### src/rtl/shadow_pkg.sv
package shadow_pkg;
  localparam int NUM_BLOCKS = 6;
  localparam int FIELDS = 4;
  localparam int CODE_W = 2;
  localparam int REG_W = FIELDS * CODE_W;
  localparam int IDX_W = $clog2(NUM_BLOCKS + 2);
  localparam int BIOS_FIRST_BLOCK = 4;
  localparam logic [CODE_W-1:0] PROT_BLOCK = 2'b01;

  typedef logic [NUM_BLOCKS-1:0][REG_W-1:0] regBank_t;

  typedef struct packed {
    logic [NUM_BLOCKS-1:0] ctrlWe;
    logic [NUM_BLOCKS-1:0] protWe;
    logic [REG_W-1:0]      data;
  } loadStrobe_t;
endpackage

### src/rtl/shadow_ctrl.sv
module shadow_ctrl
  import shadow_pkg::*;
(
  input  logic             clk,
  input  logic             rstN,
  input  logic             loadValid,
  input  logic             loadSel,
  input  logic [IDX_W-1:0] loadIdx,
  input  logic [REG_W-1:0] loadData,
  output loadStrobe_t      strobe,
  output logic             attrChanged
);
  logic idxOk;
  logic accepted;

  assign idxOk = (loadIdx < IDX_W'(NUM_BLOCKS));
  assign accepted = loadValid && idxOk;

  always_comb begin
    strobe = '0;
    strobe.data = loadData;
    for (int b = 0; b < NUM_BLOCKS; b++) begin
      strobe.ctrlWe[b] = loadValid && !loadSel && (loadIdx == IDX_W'(b));
      strobe.protWe[b] = loadValid && loadSel && (loadIdx == IDX_W'(b));
    end
  end

  always_ff @(posedge clk) begin
    if (!rstN) attrChanged <= 1'b0;
    else       attrChanged <= accepted;
  end

  // an accepted load is followed by a change pulse
  p_pulse_r9: assert property (@(posedge clk) disable iff (!rstN)
    (loadValid && loadIdx < IDX_W'(NUM_BLOCKS)) |=> attrChanged);

  // out-of-range index raises no strobe
  p_ignore_r10: assert property (@(posedge clk) disable iff (!rstN)
    (loadIdx >= IDX_W'(NUM_BLOCKS)) |-> (strobe.ctrlWe == '0 && strobe.protWe == '0));
endmodule

### src/rtl/shadow_regs.sv
module shadow_regs
  import shadow_pkg::*;
(
  input  logic        clk,
  input  logic        rstN,
  input  loadStrobe_t strobe,
  output regBank_t    ctrlRegs,
  output regBank_t    protRegs,
  output logic        biosReadShadow,
  output logic        biosWriteShadow
);
  for (genvar b = 0; b < NUM_BLOCKS; b++) begin : g_block
    always_ff @(posedge clk) begin
      if (!rstN) begin
        ctrlRegs[b] <= '0;
        protRegs[b] <= '0;
      end else begin
        if (strobe.ctrlWe[b]) ctrlRegs[b] <= strobe.data;
        if (strobe.protWe[b]) protRegs[b] <= strobe.data;
      end
    end
  end

  always_comb begin
    biosReadShadow = 1'b0;
    biosWriteShadow = 1'b0;
    for (int b = BIOS_FIRST_BLOCK; b < NUM_BLOCKS; b++) begin
      for (int f = 0; f < FIELDS; f++) begin
        biosReadShadow  = biosReadShadow  | ctrlRegs[b][f*CODE_W+1];
        biosWriteShadow = biosWriteShadow |
                          (ctrlRegs[b][f*CODE_W] & ~protRegs[b][f*CODE_W]);
      end
    end
  end

  // registers only change on a load strobe
  p_hold_r8: assert property (@(posedge clk) disable iff (!rstN)
    (strobe.ctrlWe == '0 && strobe.protWe == '0) |=> ($stable(ctrlRegs) && $stable(protRegs)));
endmodule

### src/rtl/shadow_lookup.sv
module shadow_lookup
  import shadow_pkg::*;
#(
  parameter int ADDR_W = 24,
  parameter logic [31:0] WINDOW_BASE = 32'h000A_0000,
  parameter int SEG_SHIFT = 14,
  parameter int BLOCK_SHIFT = 16
) (
  input  logic              clk,
  input  logic              rstN,
  input  logic [ADDR_W-1:0] addr,
  input  regBank_t          ctrlRegs,
  input  regBank_t          protRegs,
  output logic              readInternal,
  output logic              writeInternal,
  output logic              writeBlocked
);
  localparam logic [ADDR_W-1:0] WIN_LO = ADDR_W'(WINDOW_BASE);
  localparam logic [ADDR_W-1:0] WIN_HI =
    ADDR_W'(WINDOW_BASE + 32'(NUM_BLOCKS) * (32'd1 << BLOCK_SHIFT));
  localparam int BLK_W = $clog2(NUM_BLOCKS);
  localparam int FLD_W = $clog2(FIELDS);

  logic [ADDR_W-1:0] offset;
  logic              inWindow;
  logic [BLK_W-1:0]  blk;
  logic [FLD_W-1:0]  fld;
  logic [CODE_W-1:0] route;
  logic [CODE_W-1:0] prot;

  assign inWindow = (addr >= WIN_LO) && (addr < WIN_HI);
  assign offset = addr - WIN_LO;
  assign blk = inWindow ? offset[BLOCK_SHIFT +: BLK_W] : '0;
  assign fld = offset[SEG_SHIFT +: FLD_W];

  always_comb begin
    route = ctrlRegs[blk][{fld, 1'b0} +: CODE_W];
    prot  = protRegs[blk][{fld, 1'b0} +: CODE_W];
    if (!inWindow) begin
      readInternal  = 1'b1;
      writeInternal = 1'b1;
      writeBlocked  = 1'b0;
    end else begin
      readInternal  = route[1];
      writeBlocked  = (prot == PROT_BLOCK);
      writeInternal = route[0] && (prot != PROT_BLOCK);
    end
  end

  // a blocked write never also routes internal
  p_block_excl_r4: assert property (@(posedge clk) disable iff (!rstN)
    writeBlocked |-> !writeInternal);

  // outside the window everything is plain internal memory
  p_outside_r7: assert property (@(posedge clk) disable iff (!rstN)
    (addr < WIN_LO || addr >= WIN_HI) |-> (readInternal && writeInternal && !writeBlocked));
endmodule

### src/rtl/shadow_attr_decoder.sv
module shadow_attr_decoder
  import shadow_pkg::*;
#(
  parameter int ADDR_W = 24
) (
  input  logic              clk,
  input  logic              rstN,
  input  logic              loadValid,
  input  logic              loadSel,
  input  logic [IDX_W-1:0]  loadIdx,
  input  logic [REG_W-1:0]  loadData,
  input  logic [ADDR_W-1:0] lookupAddr,
  output logic              readInternal,
  output logic              writeInternal,
  output logic              writeBlocked,
  output logic              biosReadShadow,
  output logic              biosWriteShadow,
  output logic              attrChanged
);
  loadStrobe_t strobe;
  regBank_t    ctrlRegs;
  regBank_t    protRegs;

  shadow_ctrl u_ctrl (
    .clk(clk), .rstN(rstN), .loadValid(loadValid), .loadSel(loadSel),
    .loadIdx(loadIdx), .loadData(loadData), .strobe(strobe),
    .attrChanged(attrChanged)
  );

  shadow_regs u_regs (
    .clk(clk), .rstN(rstN), .strobe(strobe), .ctrlRegs(ctrlRegs),
    .protRegs(protRegs), .biosReadShadow(biosReadShadow),
    .biosWriteShadow(biosWriteShadow)
  );

  shadow_lookup #(.ADDR_W(ADDR_W)) u_lookup (
    .clk(clk), .rstN(rstN), .addr(lookupAddr), .ctrlRegs(ctrlRegs),
    .protRegs(protRegs), .readInternal(readInternal),
    .writeInternal(writeInternal), .writeBlocked(writeBlocked)
  );
endmodule

### config.mk
export PLATFORM = sky130hd
export DESIGN_NAME = shadow_attr_decoder
export DESIGN_NICKNAME = d
export VERILOG_FILES = /design/src/rtl/shadow_pkg.sv /design/src/rtl/shadow_ctrl.sv /design/src/rtl/shadow_regs.sv /design/src/rtl/shadow_lookup.sv /design/src/rtl/shadow_attr_decoder.sv
export SDC_FILE = /design/constraint.sdc
export NUM_CORES = 1
export LEC_CHECK = 0
export BUFFER_PORTS_ARGS = -buffer_cell sky130_fd_sc_hd__buf_2
export CORE_ASPECT_RATIO = 1.1
export CORE_UTILIZATION = 25
export DETAILED_ROUTE_END_ITERATION = 10
export GPL_ROUTABILITY_DRIVEN = 0
export PLACE_DENSITY_LB_ADDON = 0.08
export SYNTH_ARGS = -nofsm -noshare
export SYNTH_HDL_FRONTEND = slang
export SYNTH_SLANG_ARGS = --single-unit
### constraint.sdc
create_clock -name clk -period 6.35 [get_ports clk]
set_clock_uncertainty 0.2 [all_clocks]
set_input_delay 0.635 -clock clk [delete_from_list [all_inputs] [get_ports clk]]
set_output_delay 0.635 -clock clk [all_outputs]
set_load 0.005 [all_outputs]
==> qor.csv <==
stage,metric,value,unit
timing,min Tclk post-route,4.34,ns
layout,# diodes,0,
clock_tree,clock-pin slew on the worst setup and hold paths,0.06,ns
power,power per cell area,234,nW/um^2
setup_path,CP Capture Type,output port,
yosys,Yosys top cell area share,0.411,
setup_path,CP peak stage delay,0.64,ns
timing,RSZ-0062 raised after global routing,false,
setup_path,crit-path cells,buf_2 -> or4b_4 -> nor3_4 -> mux4_1 -> mux2i_1 -> o221ai_1 -> buf_2,
clock_tree,CTS tree,yes,
placement,Post-Place Cell Area,5060,sq um
routing,Detailed Route Iter0 Violations,213,
timing,hold slack,0.311,ns
timing,final hold vios,0,
power,peak supply drop,121,uV
worst_hold_path,cell count of the worst hold path,2,
floorplan,starting density of the core,0.256,
layout,final instance area,5350,sq um
timing,post-route setup slack,2.01,ns
timing,Max Slew Vio Count,0,
setup_path,slowest stage cell on the critical path,mux4_1,
yosys,"count leader, synth",mux2i_1,
yosys,Syn Area/Cell,9.99,sq um
layout,share of cells above drive strength 1,0.111,
yosys,syn nets,512,
setup_path,CP Launch Type,input port,
global_routing,gr ovfl total,0,
yosys,Post-Syn Area,4730,sq um
worst_hold_path,HP Start,u_regs.ctrlRegs[24],
global_routing,GRT Util Overall,0.147,
setup_path,Setup CP Type,input port to output port,
setup_path,Critical Path AT,3.50,ns
placement,HPWL reported at the end of detailed placement,8870,microns
setup_path,Crit Path Max Fanout,17,
layout,register area,1940,sq um
global_routing,largest net degree at the start of global routing,98,
placement,port bufs,30,
yosys,Post-synth top cells,"mux2i_1, nor2b_1, dfxtp_1",
setup_path,CP Buf/Inv Count,2,
flow_run,max_cap viols,0,
clock_tree,clock latency on the worst-skew pair,0.34,ns
yosys,post-synthesis sequential area ratio,0.411,
timing,Slew HR,0.225,
timing,Max Freq,230,MHz
global_routing,busiest grt layer,met2,
setup_path,critical path's most frequent cell,buf_2,
global_routing,GRT met2 Usage,0.233,
setup_path,FF-to-FF setup slack,5.50,ns
timing,Least-Margin Pin Slew,1.16,ns
timing,final setup fails,0,
layout,FILL cells,1967,
layout,Area Growth Syn to Fin,13.1,%
power,leakage power figure,2.06,nW
routing,antenna-violating nets left,0,
placement,Place WS,1.95,ns
global_routing,vias in the first global route,3414,
routing,via count,3364,
placement,dpl cells,716,
yosys,Post-synth EDFFs,0,
yosys,Synth async-reset ratio,0,
routing,Wirelength per Cell,18.3,microns
routing,first-pass iteration count of the detailed router,4,
yosys,synthesis-stage register bit count,97,
run_status,status,"finished, final reports clean",
routing,Post-Route WL,13400,microns
yosys,Yosys cell types,45,
clock_tree,cts hold-fix bufs,0,
worst_hold_path,Worst Hold End,u_regs.ctrlRegs[24],
clock_tree,clk sinks,97,
floorplan,Site Rows,52,
floorplan,floorplan core area,18500,sq um
layout,fin cells,731,
routing,drt drc,0,
layout,fin nets,523,
global_routing,met1 usage in global routing,0.198,
setup_path,r2r worst-path depth,2,
routing,Vias/cell,4.60,
setup_path,FF-to-FF Start,u_regs.protRegs[46],
yosys,Main synth FF type,dfxtp_1,
floorplan,die area,19500,sq um
floorplan,# IOs,45,
clock_tree,CTS buffer count,9,
setup_path,"CP delay by family, top",simple AND/OR/NAND/NOR gates,
floorplan,Die X,133,microns
worst_hold_path,Hold Path Class,flop to flop,
layout,area of the multi-input gates,2590,sq um
clock_tree,PostCTS Resize Cnt,0,
timing,"Period Utilization, post-route",0.683,
clock_tree,CTS root buf,clkbuf_16,
floorplan,Die H,146,microns
clock_tree,Setup Buffers After CTS,0,
yosys,"area leader, netlist",dfxtp_1,
global_routing,initial antenna violation count,1,
clock_tree,clock tree buffer depth,2,
global_routing,met3 global-route usage,0.0240,
setup_path,RR Endpoint,u_regs.protRegs[46],
yosys,Synth Warn #,0,
global_routing,first-pass GRT wire length,21100,microns
clock_tree,CTS H-tree lvls,3,
timing,Final TNS setup,0,ns
yosys,cells after synthesis,473,
setup_path,Crit path required time,5.51,ns
yosys,largest cells by area after synthesis,"dfxtp_1, mux2i_1, nor2b_1",
## power by group
group          switching (mW)  leakage (nW)  internal [mW]
clock                   0.233         0.138          0.295
combinational          0.0642          1.14         0.0392
sequential            0.00437         0.783          0.616
total                   0.302          2.06          0.951
## worst max-delay path by stage
stage,start,to,depth (start not counted)
2_1_floorplan,lookupAddr[16],readInternal,6
3_3_place_gp,lookupAddr[16],readInternal,7
3_5_place_dp,lookupAddr[16],readInternal,7
4_1_cts,lookupAddr[16],readInternal,7
5_1_grt,lookupAddr[16],readInternal,7
6_report,lookupAddr[16],readInternal,7
## registers in the layout, summed over array words and instances (netlist names)
register            cells
u_regs.ctrlRegs        48
u_regs.protRegs        48
u_ctrl.attrChanged      1
## kinds of logic (layout without fill, tap and decap cells)
family                 after synthesis  after routing  synth area share
flip-flops                          97             97             0.411
buffers and inverters               49             64            0.0416
multiplexers                       110            110             0.256
AND/OR/NAND/NOR                    175            175             0.226
AO/OA/AOI/OAI                       42             42            0.0651
## through the flow
stage                     power [mW]  utilization
after floorplan                0.701            -
after global placement         0.740        0.274
after detailed placement       0.740        0.274
after CTS                       1.28        0.289
after global routing            1.32        0.289
final                           1.25        0.289
## worst register-to-register path: cells and delay by family, from the launching register on
family           cells  cell delay (ns)
AND/OR/NAND/NOR      1             0.14
multiplexers         1             0.08
flip-flops           1             0.36
## per-layer routing
metal | vias up | wire length, microns | share of wire
met5 | - | 18 | 0.0013
met2 | 30 | 6190 | 0.46
met4 | 2 | 226 | 0.017
met3 | 15 | 263 | 0.020
met1 | 1633 | 6710 | 0.50
li1 | 1684 | - | -
## final cells by class
cell class | instances | share of cell area
inverter | 17 | 0.0119
clock buffer | 13 | 0.0506
multi-input combinational | 327 | 0.484
tap | 243 | 0.0569
sequential | 97 | 0.363
clock inverter | 2 | 0.00234
timing repair buffer | 32 | 0.0309
## placed cells by master, fill, tap and decap left out, types with 2 or more instances in the layout
| cell type | instances |
|---|---|
| clkbuf_8 | 3 |
| a31oi_1 | 6 |
| inv_1 | 16 |
| o21a_1 | 2 |
| dfxtp_1 | 97 |
| a211oi_1 | 2 |
| o41ai_1 | 3 |
| clkbuf_16 | 9 |
| nand3b_1 | 6 |
| buf_2 | 30 |
| nor3b_1 | 7 |
| nor2_1 | 14 |
| mux2i_1 | 103 |
| a21oi_1 | 4 |
| or4_1 | 2 |
| nand3_1 | 6 |
| buf_4 | 2 |
| nor4_1 | 6 |
| o22ai_1 | 7 |
| o221ai_1 | 5 |
| a311oi_1 | 4 |
| nand2b_1 | 6 |
| nor3_1 | 2 |
| nand2_1 | 15 |
| mux4_1 | 6 |
| nor4b_1 | 2 |
| or3_1 | 2 |
| o21ai_0 | 3 |
| nor2b_1 | 100 |
Note: power is estimated with default switching activity, not from simulation.
